==> src/rtl/cfg_acc_pkg.sv <==
package cfg_acc_pkg;
  typedef enum logic [2:0] {
    OP_FUSE_WR  = 3'd0,
    OP_FUSE_VFY = 3'd1,
    OP_PRELOAD  = 3'd2,
    OP_SIG_RD   = 3'd3,
    OP_SIG_WR   = 3'd4,
    OP_SECURE   = 3'd5,
    OP_ERASE    = 3'd6,
    OP_RSVD     = 3'd7
  } op_e;
endpackage

==> src/rtl/cfg_cmd_stage.sv <==
module cfg_cmd_stage #(
  parameter int ADDR_W = 5,
  parameter int DW     = 16
) (
  input  logic              clk,
  input  logic              rst_n,
  input  logic              cmd_valid,
  input  logic [2:0]        cmd_op,
  input  logic [ADDR_W-1:0] cmd_addr,
  input  logic [DW-1:0]     cmd_wdata,
  output logic              busy,
  output logic [2:0]        ex_op,
  output logic [ADDR_W-1:0] ex_addr,
  output logic [DW-1:0]     ex_wdata
);
  logic accept;
  logic busy_q, busy_d;
  logic [2:0]        op_q;
  logic [ADDR_W-1:0] addr_q;
  logic [DW-1:0]     wdata_q;

  // A command is taken only when the stage is idle.
  always_comb begin
    accept = cmd_valid & ~busy_q;
    busy_d = accept;
  end

  always_ff @(posedge clk or negedge rst_n) begin
    if (!rst_n) begin
      busy_q <= 1'b0;
    end else begin
      busy_q <= busy_d;
    end
  end

  always_ff @(posedge clk or negedge rst_n) begin
    if (!rst_n) begin
      op_q    <= '0;
      addr_q  <= '0;
      wdata_q <= '0;
    end else if (accept) begin
      op_q    <= cmd_op;
      addr_q  <= cmd_addr;
      wdata_q <= cmd_wdata;
    end
  end

  assign busy     = busy_q;
  assign ex_op    = op_q;
  assign ex_addr  = addr_q;
  assign ex_wdata = wdata_q;
endmodule

==> src/rtl/cfg_word_bank.sv <==
module cfg_word_bank #(
  parameter int           AW   = 5,
  parameter int           W    = 16,
  parameter logic [W-1:0] INIT = '0
) (
  input  logic          clk,
  input  logic          rst_n,
  input  logic          wr_en,
  input  logic          restore,
  input  logic [AW-1:0] addr,
  input  logic [W-1:0]  wdata,
  output logic [W-1:0]  rdata
);
  localparam int DEPTH = 1 << AW;

  logic [W-1:0] word_flat [DEPTH];

  for (genvar g = 0; g < DEPTH; g++) begin : g_word
    logic [W-1:0] q, d;
    logic         en;

    // Restore to INIT takes precedence over a single-word write.
    always_comb begin
      en = restore | (wr_en && (addr == AW'(g)));
      d  = restore ? INIT : wdata;
    end

    always_ff @(posedge clk or negedge rst_n) begin
      if (!rst_n) begin
        q <= INIT;
      end else if (en) begin
        q <= d;
      end
    end

    assign word_flat[g] = q;
  end

  assign rdata = word_flat[addr];
endmodule

==> src/rtl/cfg_access_ctrl.sv <==
module cfg_access_ctrl #(
  parameter int FUSE_AW = 5,
  parameter int FUSE_W  = 16,
  parameter int SIG_AW  = 3,
  parameter int NREG    = 10,
  parameter int DW      = 16,
  parameter int ADDR_W  = FUSE_AW
) (
  input  logic              clk,
  input  logic              rst_n,
  input  logic              cmd_valid,
  input  logic [2:0]        cmd_op,
  input  logic [ADDR_W-1:0] cmd_addr,
  input  logic [DW-1:0]     cmd_wdata,
  output logic              busy,
  output logic              done,
  output logic              err,
  output logic [DW-1:0]     rd_data,
  output logic [NREG-1:0]   mc_state
);
  import cfg_acc_pkg::*;

  localparam int SIG_W = 8;

  logic [2:0]        ex_op;
  logic [ADDR_W-1:0] ex_addr;
  logic [DW-1:0]     ex_wdata;
  logic              ex_busy;
  op_e               op;

  logic              fuse_wr, fuse_clr;
  logic [FUSE_W-1:0] fuse_rdata;
  logic              sig_wr, sig_set;
  logic [SIG_W-1:0]  sig_rdata;

  logic              sec_q, sec_d;
  logic [NREG-1:0]   mc_q, mc_d;
  logic              mc_en;
  logic              done_q, done_d;
  logic              err_q, err_d;
  logic [DW-1:0]     rd_q, rd_d;

  cfg_cmd_stage #(.ADDR_W(ADDR_W), .DW(DW)) u_cmd (
    .clk       (clk),
    .rst_n     (rst_n),
    .cmd_valid (cmd_valid),
    .cmd_op    (cmd_op),
    .cmd_addr  (cmd_addr),
    .cmd_wdata (cmd_wdata),
    .busy      (ex_busy),
    .ex_op     (ex_op),
    .ex_addr   (ex_addr),
    .ex_wdata  (ex_wdata)
  );

  cfg_word_bank #(.AW(FUSE_AW), .W(FUSE_W), .INIT('0)) u_fuse (
    .clk     (clk),
    .rst_n   (rst_n),
    .wr_en   (fuse_wr),
    .restore (fuse_clr),
    .addr    (ex_addr[FUSE_AW-1:0]),
    .wdata   (ex_wdata[FUSE_W-1:0]),
    .rdata   (fuse_rdata)
  );

  cfg_word_bank #(.AW(SIG_AW), .W(SIG_W), .INIT({SIG_W{1'b1}})) u_sig (
    .clk     (clk),
    .rst_n   (rst_n),
    .wr_en   (sig_wr),
    .restore (sig_set),
    .addr    (ex_addr[SIG_AW-1:0]),
    .wdata   (ex_wdata[SIG_W-1:0]),
    .rdata   (sig_rdata)
  );

  assign op = op_e'(ex_op);

  // Execute stage: decode the held command against the current lock.
  always_comb begin
    fuse_wr  = 1'b0;
    fuse_clr = 1'b0;
    sig_wr   = 1'b0;
    sig_set  = 1'b0;
    sec_d    = sec_q;
    mc_en    = 1'b0;
    mc_d     = mc_q;
    rd_d     = '0;
    err_d    = 1'b0;
    done_d   = ex_busy;
    if (ex_busy) begin
      case (op)
        OP_FUSE_WR:  fuse_wr = 1'b1;
        OP_FUSE_VFY: begin
          if (sec_q) err_d = 1'b1;
          else       rd_d  = DW'(fuse_rdata);
        end
        OP_PRELOAD: begin
          if (sec_q) begin
            err_d = 1'b1;
          end else begin
            mc_en = 1'b1;
            mc_d  = ex_wdata[NREG-1:0];
          end
        end
        OP_SIG_RD:   rd_d   = DW'(sig_rdata);
        OP_SIG_WR:   sig_wr = 1'b1;
        OP_SECURE:   sec_d  = 1'b1;
        OP_ERASE: begin
          fuse_clr = 1'b1;
          sig_set  = 1'b1;
          sec_d    = 1'b0;
        end
        default:     err_d  = 1'b1;
      endcase
    end
  end

  always_ff @(posedge clk or negedge rst_n) begin
    if (!rst_n) begin
      done_q <= 1'b0;
      err_q  <= 1'b0;
      rd_q   <= '0;
    end else begin
      done_q <= done_d;
      err_q  <= err_d;
      rd_q   <= rd_d;
    end
  end

  always_ff @(posedge clk or negedge rst_n) begin
    if (!rst_n) begin
      sec_q <= 1'b0;
    end else if (ex_busy) begin
      sec_q <= sec_d;
    end
  end

  always_ff @(posedge clk or negedge rst_n) begin
    if (!rst_n) begin
      mc_q <= '0;
    end else if (mc_en) begin
      mc_q <= mc_d;
    end
  end

  assign busy     = ex_busy;
  assign done     = done_q;
  assign err      = err_q;
  assign rd_data  = rd_q;
  assign mc_state = mc_q;
endmodule

==> config.mk <==
export PLATFORM = sky130hd
export DESIGN_NAME = cfg_access_ctrl
export DESIGN_NICKNAME = d
export VERILOG_FILES = /design/src/rtl/cfg_acc_pkg.sv /design/src/rtl/cfg_cmd_stage.sv /design/src/rtl/cfg_word_bank.sv /design/src/rtl/cfg_access_ctrl.sv
export SDC_FILE = /design/constraint.sdc
export NUM_CORES = 1
export LEC_CHECK = 0
export BUFFER_PORTS_ARGS = -buffer_cell sky130_fd_sc_hd__buf_2
export CORE_ASPECT_RATIO = 2
export CORE_UTILIZATION = 55
export CTS_CLUSTER_SIZE = 28
export DETAILED_ROUTE_END_ITERATION = 8
export PLACE_DENSITY = 0.68
export SYNTH_ARGS = -nofsm -noshare
export SYNTH_HDL_FRONTEND = slang
export SYNTH_SLANG_ARGS = --single-unit
==> constraint.sdc <==
create_clock -name clk -period 2.7 [get_ports clk]
set_input_delay 0.405 -clock clk [delete_from_list [all_inputs] [get_ports clk]]
set_output_delay 0.405 -clock clk [all_outputs]
set_load 0.01 [all_outputs]
==> results.md, run 1 <==
* Post-detailed-route via-to-cell ratio at ~6.2
* Core Area at between 50000 and 60000 sq um
* Top-area cell type share of the netlist area at 46.14%
* Slowest CP cell: mux4_1
* Initial antenna violation count at 1
* Seq. cell area at 15860 sq um
* Critical Path AT at ~3.0 ns
* Buf/Inv on CP at 1
* Post-route minimum period at approximately 2.5 ns
* Clock Tree Buf Depth at 3
* Largest net degree at the start of global routing at between 100 and 150
* Ys flop type: dfrtp_1
* Num rows at around 120
* Syn nets at ~2.9k
* Max-cap check violation count at 0
* Commonest cells in the netlist: 566 x dfrtp_1, 561 x nand2_1, 324 x mux2i_1, 276 x nor2_1, 275 x a21oi_1
* Max VDD drop at around 550 uV
* Final Wtd Congestion at about 0.9
* Die width at between 150 and 200 um
* DR iter-0 viols at around 2.1k
* P_leak at 15.27 nW
* Skew-Pair Late Insertion Delay at 0.62 ns
* Routed WL at approximately 90000 um
* CTS HTree Levels at 2
* Vias in the first global route at between 20k and 25k
* Setup crit start kind: flip-flop
* Post-Syn Instances at around 2.8k
* Post-route ant nets at 0
* Reg2Reg Setup Slack at about 0.16 ns
* Synth area leaders: dfrtp_1 46%, mux2i_1 11%, mux4_2 7.0%
* Via count at 22.77k
* P per Cell Area at 683.4 nW/um^2
* Number of distinct library cells after synthesis at 59
* Period utilization at 94.13%
* CP Cell Sequence: buf_12 > mux4_1 > mux2_2 > a22o_1 > nor3_1 > o31ai_1
* YS warnings at 0
* Worst slew margin at around 29%
* Die height at roughly 340 um
* Count of final max-slew check failures at 0
* Multi-input gate area at between 10000 and 15000 sq um
* Area leader, netlist: dfrtp_1
* Worst Hold End: u_cmd.ex_wdata[12]
* Clock Tree Root: clkbuf_16
* Async S/R FF share, synth at 100.0%
* Drt pass-1 iters at 5
* Final non-filler cell total at between 3k and 4k
* Worst setup margin at 0.1586 ns
* Gr usage total at between 30% and 40%
* CTS tree: done
* DRC at 0
* CP endpoint kind: flip-flop
* Netlist Area Pre-Place at between 30000 and 40000 sq um
* Total Negative Setup Slacks at 0 ns
* # port buffers at 55
* First-pass GRT wire length at roughly 140000 um
* Status: finished clean
* WHS Path Cells at 2
* Register area share after synthesis at about half
* EDFF count, synth at 0
* Worst hold path class: in -> reg
* CP Launch Point: u_cmd.ex_addr[0]
* WP data required at about 3.2 ns
* Total setup buffers inserted after CTS at 0
* RSZ-0062 raised after global routing: false
* Clock sinks at 630
* NumNets Final at just under 3k
* Num CTS Buffers at 55
* Worst hold start: cmd_wdata[12]
* PostCTS Resize Cnt at 0
* Slew @ Worst Pin at between 1 and 1.5 ns
* Cell total after placement at about 3.6k
* DP HPWL at just under 60000 um
* Area grow syn2layout at 12.50%
* Starting Density at roughly 56%
* Layout cells sized above 1 at just over 20%
* R2r worst-path depth at 6
* Final setup violation count at 0
* Final Util at around 62%
* Gr ovfl total at 0
* Clock Skew at 0.01976 ns
* Setup WS pre-CTS at ~0.21 ns
* Fin. Hold Viols at 0
* Reg2reg start: u_cmd.ex_addr[0]
* Fill cells at ~4.4k
* CTS clk-pin slew, worst paths at ~0.07 ns
* Critical setup path kind: reg -> reg
* Drt wl/cell at approximately 24 um
* RR Endpoint: rd_data[0]
* Cell family with most CP delay: multiplexers
* Fmax at between 300 and 400 MHz
* Die ar. at 56820 sq um
* I/O pin count at 56
* #FFs+latches synth at 630
* Mapped Avg Cell Area at between 10 and 15 sq um
* CP max stage delay at 0.59 ns
* CP Max Fanout at 17
* Cell with the most instances after synthesis: dfrtp_1
worst max-delay path by stage:
stage | end | slack, ns | cells past startpoint
3_3_place_gp | rd_data[0] | 0.22 | 6
4_1_cts | rd_data[0] | 0.19 | 6
5_1_grt | rd_data[0] | 0.09 | 6
3_5_place_dp | rd_data[0] | 0.21 | 6
6_report | rd_data[0] | 0.16 | 6
2_1_floorplan | rd_data[10] | 0.69 | 7
kinds of logic (layout without fill, tap and decap cells):
family | after synthesis | in the layout | synth area share, %
multiplexers | 497 | 497 | 21.85
AO/OA/AOI/OAI | 371 | 371 | 6.558
other | 0 | 1 | 0
AND/OR/NAND/NOR | 1072 | 1072 | 15.21
buffers and inverters | 276 | 352 | 4.732
flip-flops | 630 | 630 | 51.62
XOR/XNOR | 1 | 1 | 0.02854
per-stage QoR:
| stage | area [sq um] | hold slack, ns | power [mW] |
|---|---|---|---|
| after floorplan | 30700 | 0.1094 | 14.10 |
| final | 34530 | 0.02564 | 23.60 |
| after global routing | 34530 | 0.01730 | 24.45 |
| after detailed placement | 32700 | 0.3792 | 15.77 |
| after CTS | 34530 | 0.0004686 | 23.68 |
| after global placement | 32700 | 0.3742 | 15.60 |
cell usage in the layout (no fill, tap or decap), types with 6 or more instances in the layout:
cell         n
dfrtp_1    562
nand2_1    561
mux2i_1    324
a21oi_1    275
nor2_1     273
nand3_1    167
buf_4      131
mux4_2      96
dfstp_2     64
buf_12      61
clkbuf_16   57
buf_2       54
mux2_2      48
o21ai_0     38
mux4_1      29
clkbuf_1    16
clkbuf_8    15
nor2_2      14
o22ai_1     10
nor2_4      10
o221ai_1     8
nor2_8       8
clkinv_2     8
a22o_1       7
nor3_1       6
a211oi_1     6
area by class of cell:
class | instances | share of cell area (%)
clock inverter | 11 | 0.2500
sequential | 630 | 45.93
clock buffer | 88 | 4.902
timing repair buffer | 252 | 7.355
multi-input combinational | 1941 | 38.85
tap | 744 | 2.696
inverter | 1 | 0.01087
antenna | 1 | 0.007246
registers in the layout, summed over array words and instances (netlist names):
register         cells
u_cmd.busy           1
rd_data             16
err                  1
mc_state            10
u_cmd.ex_op          3
done                 1
u_fuse.g_word.q    512
sec_q                1
u_cmd.ex_addr        5
u_cmd.ex_wdata      16
u_sig.g_word.q      64
what timing repair did:
| action | 4_1_cts | 5_1_grt |
|---|---|---|
| hold buffers | 5 | 0 |
| hold endpoints to repair | 20 | 0 |
| endpoints found under the setup margin | 0 | 0 |
power breakdown:
group / switching (mW) / total (mW) / internal, mW
clock: 3.56 / 7.92 / 4.37
combinational: 2.51 / 4.26 / 1.75
sequential: 0.701 / 11.4 / 10.7
total: 6.77 / 23.6 / 16.8
metal layers:
metal / vias up / track usage (%) / part of all wire, % / wire (um)
li1: 9891 / - / - / -
met1: 11658 / 37.47 / 37 / 32300
met2: 915 / 56.19 / 52 / 45910
met3: 308 / 3.896 / 5.1 / 4516
met4: 0 / 20.15 / 6.5 / 5765
met5: - / 0 / 0 / 0
Power figures use the tool's default switching activity.
==> run 2, diff against run 1 <==
SYNTH_HIERARCHICAL = 1   (was unset)
==> run 2 against run 1 <==
  * The run now ends with setup timing left
  * Largest power group unchanged
  * Maximum frequency is 7.6% lower
  * Cell count is 7.8% higher
  * Final area is 0.62% lower
  * Largest cell class unchanged
  * Critical path depth is 1 lower
  * Area after synthesis is 0.53% lower
  * Clock power is 2% higher
  * Total power is 2.8% higher
==> results.md, run 2 <==
* Die ar. at 56520 sq um (-0.52%)
* DRC at 0 (unchanged)
* Reg2reg start: u_cmd/ex_addr[0]
* CTS clk-pin slew, worst paths at 0.07 ns (about the same)
* Status: finished, violations left
* CP Launch Point: u_cmd/ex_addr[0]
* Max reg flops at 512 (unchanged)
* Cell total after placement at 3845 (+7.9%)
* Clock share of power at 33.2% (-0.4 points)
* Netlist Area Pre-Place at 30540 sq um (-0.53%)
* Critical Path AT at 3.25 ns (+0.24 ns)
* CP Cell Sequence: buf_12 > mux4_2 > a211oi_1 > a22oi_1 > a22o_1
* Combinational share of power at 19.5% (+1.5 points)
* Slew @ Worst Pin at 1.136 ns (+0.06590 ns)
* Cell family with most CP delay: compound AO/OA/AOI/OAI gates
* Worst slew margin at 24.28% (-4.4 points)
* Setup WS pre-CTS at -0.3008 ns (-0.5131 ns)
* Clock Tree Root: clkbuf_16
* Fin. Hold Viols at 0 (unchanged)
* Post-Syn Instances at 3150 (+11%)
* Commonest cells in the netlist: 1059 x nand2_1, 566 x dfrtp_1, 524 x a21oi_1, 189 x clkbuf_1, 97 x mux2i_1
* I/O pin count at 56 (unchanged)
* Final Wtd Congestion at 0.9645 (+4.1%)
* Mapped Avg Cell Area at 9.694 sq um (-10%)
* Initial antenna violation count at 5 (+4)
* Most frequent cells in the layout: 1059 x nand2_1, 554 x dfrtp_1, 524 x a21oi_1
* Register area share after synthesis at 51.89% (+0.27 points)
* Post-detailed-route via-to-cell ratio at 6.297 (+1.4%)
* Clock Skew at 0.02108 ns (+0.001326 ns)
* Most common cell after layout, fill and taps aside: nand2_1
* R2r worst-path depth at 5 (-1)
* Clock sinks at 630 (unchanged)
* Switching pwr at 7.031 mW (+3.9%)
* Number of distinct library cells after synthesis at 73 (+24%)
* Post-route ant nets at 0 (unchanged)
* Clock Tree Buf Depth at 3 (unchanged)
* YS warnings at 6 (+6)
* Largest registers: u_fuse/g_word.q (512), u_sig/g_word.q (64)
* Worst Hold End: u_cmd/ex_wdata[3]
* Layout cells sized above 1 at 19.50% (-0.62 points)
* #FFs+latches synth at 630 (unchanged)
* Total Negative Setup Slacks at -0.05068 ns (-0.05068 ns)
* CTS tree: done
* Setup crit start kind: flip-flop
* Num CTS Buffers at 54 (-1.8%)
* Area grow syn2layout at 12.39% (about the same)
* Drt wl/cell at 25.41 um (+5.3%)
* CP endpoint kind: flip-flop
* Gr ovfl total at 0 (unchanged)
* Fmax at 363.5 MHz (-7.6%)
* Die height at 335.2 um (-0.26%)
* RSZ-0062 raised after global routing: false
* RR Endpoint: rd_data[3]
* Buf/Inv on CP at 1 (unchanged)
* NumNets Final at 3194 (+9.8%)
* Vias in the first global route at 25.28k (+6.2%)
* Violated checks: setup timing
* Starting Density at 55.87% (+0.32 points)
* Async S/R FF share, synth at 100.0% (unchanged)
* Via count at 24.89k (+9.3%)
* First-pass GRT wire length at 152200 um (+10%)
* Int Pwr at 17.23 mW (+2.4%)
* Reg2Reg Setup Slack at -0.05 ns (-0.21 ns)
* Die width at 168.6 um (-0.26%)
* Cell with the most instances after synthesis: nand2_1
* CP Max Fanout at 45 (+28)
* Period utilization at 101.9% (+7.8 points)
* Routed WL at 100400 um (+14%)
* Final non-filler cell total at 3953 (+7.8%)
* Slowest CP cell: dfrtp_4
* Worst hold path class: in -> reg
* Gr usage total at 36.12% (+4.0 points)
* CP max stage delay at 0.69 ns (+0.10 ns)
* Final Util at 62.79% (+0.30 points)
* P per Cell Area at 707.1 nW/um^2 (+3.5%)
* Drt pass-1 iters at 6 (+1)
* WHS Path Cells at 2 (unchanged)
* Max VDD drop at 526.2 uV (-4.0%)
* Largest Register: u_fuse/g_word.q
* Num rows at 121 (-0.82%)
* DR iter-0 viols at 2862 (+35%)
* CTS HTree Levels at 2 (unchanged)
* Synth area leaders: dfrtp_1 46%, nand2_1 13%, a21oi_1 8.6%
* Final setup violation count at 1 (+1)
* Worst hold start: cmd_wdata[3]
* # port buffers at 55 (unchanged)
* DP HPWL at 66660 um (+14%)
* Ys flop type: dfrtp_1
* Syn nets at 3177 (+11%)
* Skew-Pair Late Insertion Delay at 0.63 ns (about the same)
* Max-cap check violation count at 0 (unchanged)
* Post-route minimum period at 2.751 ns (+0.2093 ns)
* Worst hold slack at 0.01482 ns (-0.01081 ns)
* Sequential power share at 47.3% (-1.1 points)
* Critical setup path kind: reg -> reg
* Worst setup margin at -0.05068 ns (-0.2093 ns)
* P_leak at 14.76 nW (-3.4%)
* Top-area cell type share of the netlist area at 46.38% (+0.24 points)
* Area leader, netlist: dfrtp_1
* Largest net degree at the start of global routing at 137 (+28%)
* WP data required at 3.20 ns (+0.03 ns)
* Core Area at 54650 sq um (-1.1%)
* Count of final max-slew check failures at 0 (unchanged)
* Net Sw Frac at 28.97% (+0.29 points)
* EDFF count, synth at 0 (unchanged)
-- run 2: cell count changes after synthesis, moves of 29 or more --
cell     previous run  this run
nand3_1           167         1
nor2_1            276        26
and2_1              2        34
nand2_1           561      1059
o22ai_1            10        41
o21ai_0            38         4
a211o_1             0        64
mux2_4              0        29
a21oi_1           275       524
mux2i_1           324        97
nor2b_1             4        39
-- run 2: cell families after synthesis --
kind of cell | synth area share [%]
AO/OA/AOI/OAI | 13.69
buffers and inverters | 4.655
AND/OR/NAND/NOR | 17.66
multiplexers | 12.08
XOR/XNOR | 0.02869
flip-flops | 51.89
-- run 2: repair_timing --
action                                 in CTS  in global routing
setup buffers                               3                  0
pin swaps                                   0                  0
cloned                                      0                  0
gates resized for setup                     9                  5
setup endpoints to repair                  12                  5
endpoints found under the hold margin      29                  0
hold buffers                                1                  0
-- run 2: per-stage QoR --
step | power [mW] | instance area [sq um]
floorplan | 14.39 | 30540
global placement | 16.05 | 32400
detailed placement | 16.21 | 32400
CTS | 24.25 | 34290
global route | 25.03 | 34320
finish | 24.27 | 34320
-- run 2: power groups by stage --
stage | clock network [mW] | registers [mW] | logic (mW)
floorplan | 0 | 11.3 | 3.13
global placement | 0 | 11.6 | 4.46
detailed placement | 0 | 11.6 | 4.57
CTS | 8.14 | 11.5 | 4.65
global route | 8.47 | 11.6 | 4.99
finish | 8.06 | 11.5 | 4.72
-- run 2: final cells by class --
class	instances	area [sq um]
diodes	4	10.01
clock buffers	83	1642
clock inverters	17	166.4
fillers	4390	20330
inverters	2	7.507
multi-input cells	2230	13340
flip-flops and latches	630	15870
well taps	738	923.4
repair buffers	249	2370
-- run 2: metal layers --
layer | up-vias | GRT usage [%] | part of all wire (%)
met4 | 2 | 32.73 | 10
li1 | 10759 | - | -
met2 | 1305 | 59.64 | 49
met5 | - | 0 | 0.013
met3 | 376 | 6.447 | 7.3
met1 | 12451 | 39.62 | 33
-- run 2: worst max-delay path by stage --
stage / slack (ns) / endpoint / cells after the start
6_report: -0.05 / rd_data[3] / 5
3_3_place_gp: -0.25 / rd_data[6] / 8
5_1_grt: 0.01 / rd_data[3] / 5
2_1_floorplan: 0.39 / rd_data[6] / 7
4_1_cts: 0.003 / rd_data[7] / 6
3_5_place_dp: -0.30 / rd_data[6] / 8
==> run 3, diff against run 2 <==
CORE_UTILIZATION = 50   (was 55)
PLACE_DENSITY = 0.63   (was 0.68)
==> run 3 against run 2 <==
  * The run now ends clean
  * Clock-buffer cell count up 1
  * Wire length grew 5.0%
  * Register-to-register slack gained 0.19 ns
  * Combinational power barely moved
  * Cell count is 1.4% higher
  * Non-clock buffer count increased by 21
  * Worst hold slack lost 0.0039 ns
  * Critical path type unchanged
==> results.md, run 3 (synthesis results as in run 2) <==
* Clock Tree Buf Depth at 3 (unchanged)
* Initial antenna violation count at 0 (-5)
* Status: finished clean
* Post-route minimum period at 2.557 ns (-0.1936 ns)
* WP data required at 3.25 ns (+0.05 ns)
* Skew-Pair Late Insertion Delay at 0.63 ns (about the same)
* Post-detailed-route via-to-cell ratio at 6.163 (-2.1%)
* Max reg flops at 512 (unchanged)
* Worst setup margin at 0.1429 ns (+0.1936 ns)
* WHS Path Cells at 2 (unchanged)
* Starting Density at 50.70% (-5.2 points)
* Slowest CP cell: nor2b_1
* Most frequent cells in the layout: 1059 x nand2_1, 554 x dfrtp_1, 524 x a21oi_1
* Num CTS Buffers at 56 (+3.7%)
* Fill cells at 5156 (+17%)
* Worst hold path class: in -> reg
* Period utilization at 94.71% (-7.2 points)
* Largest registers: u_fuse/g_word.q (512), u_sig/g_word.q (64)
* Die width at 176.7 um (+4.8%)
* Gr usage total at 34.39% (-1.7 points)
* Setup crit start kind: flip-flop
* Core Area at 60220 sq um (+10%)
* CP Max Fanout at 7 (-84%)
* Cell family with most CP delay: buffers and inverters
* Via count at 24.71k (-0.72%)
* R2r worst-path depth at 7 (+2)
* First-pass GRT wire length at 157800 um (+3.6%)
* DP HPWL at 70010 um (+5.0%)
* Layout cells sized above 1 at 19.84% (+0.34 points)
* Slew @ Worst Pin at 1.137 ns (+0.0009759 ns)
* RR Endpoint: rd_data[3]
* Drt wl/cell at 26.29 um (+3.5%)
* Buf/Inv on CP at 3 (+2)
* Drt pass-1 iters at 8 (+2)
* CTS tree: done
* Count of final max-slew check failures at 0 (unchanged)
* Total Negative Setup Slacks at 0 ns (+0.05068 ns)
* RSZ-0062 raised after global routing: false
* CP Depth at 7 (+2)
* Routed WL at 105400 um (+5.0%)
* Fmax at 391.1 MHz (+7.6%)
* CP endpoint kind: flip-flop
* Num rows at 127 (+5.0%)
* Largest Register: u_fuse/g_word.q
* CTS HTree Levels at 2 (unchanged)
* Die ar. at 62120 sq um (+9.9%)
* # port buffers at 55 (unchanged)
* Die height at 351.5 um (+4.9%)
* Clock Skew at 0.01704 ns (-0.004049 ns)
* Clock Tree Root: clkbuf_16
* P_leak at 14.87 nW (+0.78%)
* Final setup violation count at 0 (-1)
* Largest net degree at the start of global routing at 114 (-17%)
* CTS clk-pin slew, worst paths at 0.07 ns (about the same)
* Most common cell after layout, fill and taps aside: nand2_1
* Worst slew margin at 24.21% (-0.065 points)
* Final Wtd Congestion at 0.9659 (+0.15%)
* DR iter-0 viols at 2467 (-14%)
* Critical Path AT at 3.11 ns (-0.14 ns)
* Fin. Hold Viols at 0 (unchanged)
* Seq. cell area at 15870 sq um (unchanged)
* Area grow syn2layout at 13.04%
* CP Cell Sequence: buf_4 > nor2b_1 > buf_4 > a22oi_1 > buf_4 > a22oi_1 > a22o_1
* Gr ovfl total at 0 (unchanged)
* Max VDD drop at 550.0 uV (+4.5%)
* DRC at 0 (unchanged)
* P per Cell Area at 714.3 nW/um^2 (+1.0%)
* Setup WS pre-CTS at 0.01541 ns (+0.3162 ns)
* Worst Hold End: u_cmd/ex_op[0]
* Final Util at 57.31% (-5.5 points)
* Vias in the first global route at 25.43k (+0.57%)
* Worst hold start: cmd_op[0]
* Reg2reg start: u_cmd/ex_addr[2]
* Most used cell, CP: buf_4
* Max-cap check violation count at 0 (unchanged)
* Post-route ant nets at 0 (unchanged)
* NumNets Final at 3217 (+0.72%)
* CP max stage delay at 0.63 ns (-0.06 ns)
* CP Launch Point: u_cmd/ex_addr[2]
* I/O pin count at 56 (unchanged)
* Reg2Reg Setup Slack at 0.14 ns (+0.19 ns)
* Ant diodes at 0 (-4)
* Clock sinks at 630 (unchanged)
* Critical setup path kind: reg -> reg
* Worst hold slack at 0.01096 ns (-0.003860 ns)
* Multi-input gate area at 13290 sq um (-0.34%)
run 3: layer usage:
| metal | share of wire [%] | vias up | global-route usage (%) |
|---|---|---|---|
| li1 | - | 10787 | - |
| met1 | 33 | 12408 | 36.77 |
| met2 | 50 | 1169 | 58.24 |
| met3 | 7.0 | 349 | 6.048 |
| met4 | 9.5 | 0 | 29.94 |
| met5 | 0 | - | 0 |
run 3: repair_timing:
action | in CTS | in global routing
setup endpoints to repair | 0 | 7
gates resized for setup | 0 | 1
buffers inserted | 0 | 4
hold buffers | 1 | 0
endpoints found under the hold margin | 14 | 0
run 3: worst max-delay path by stage:
stage,end,slack (ns)
4_1_cts,rd_data[7],0.01
3_3_place_gp,rd_data[7],0.06
3_5_place_dp,rd_data[7],0.02
6_report,rd_data[3],0.14
2_1_floorplan,rd_data[6],0.39
5_1_grt,rd_data[11],0.09
run 3: worst reg2reg max path: stages, from the launching register on:
cell and delay (ns):
dfrtp_2 0.62, buf_4 0.22, nor2b_1 0.63, buf_4 0.28
a22oi_1 0.09, buf_4 0.16, a22oi_1 0.29, a22o_1 0.19
run 3: area by class of cell:
class	count	area share, %
timing repair buffer	270	7.224
tap	774	2.806
inverter	2	0.02175
clock buffer	84	4.890
multi-input combinational	2230	38.50
sequential	630	45.96
clock inverter	20	0.5909
run 3: power by group:
group	internal, mW	switching [mW]	total (mW)	leakage, nW
clock	4.69	3.68	8.37	0.940
combinational	2.10	2.64	4.74	5.46
sequential	10.7	0.828	11.5	8.47
run 3: per-stage QoR:
step / std cells / power (mW) / area [sq um]
detailed placement: 3901 / 16.34 / 32550
global route: 4010 / 25.51 / 34520
finish: 4010 / 24.66 / 34520
CTS: 4006 / 24.69 / 34450
floorplan: 3150 / 14.39 / 30540
global placement: 3901 / 16.18 / 32550
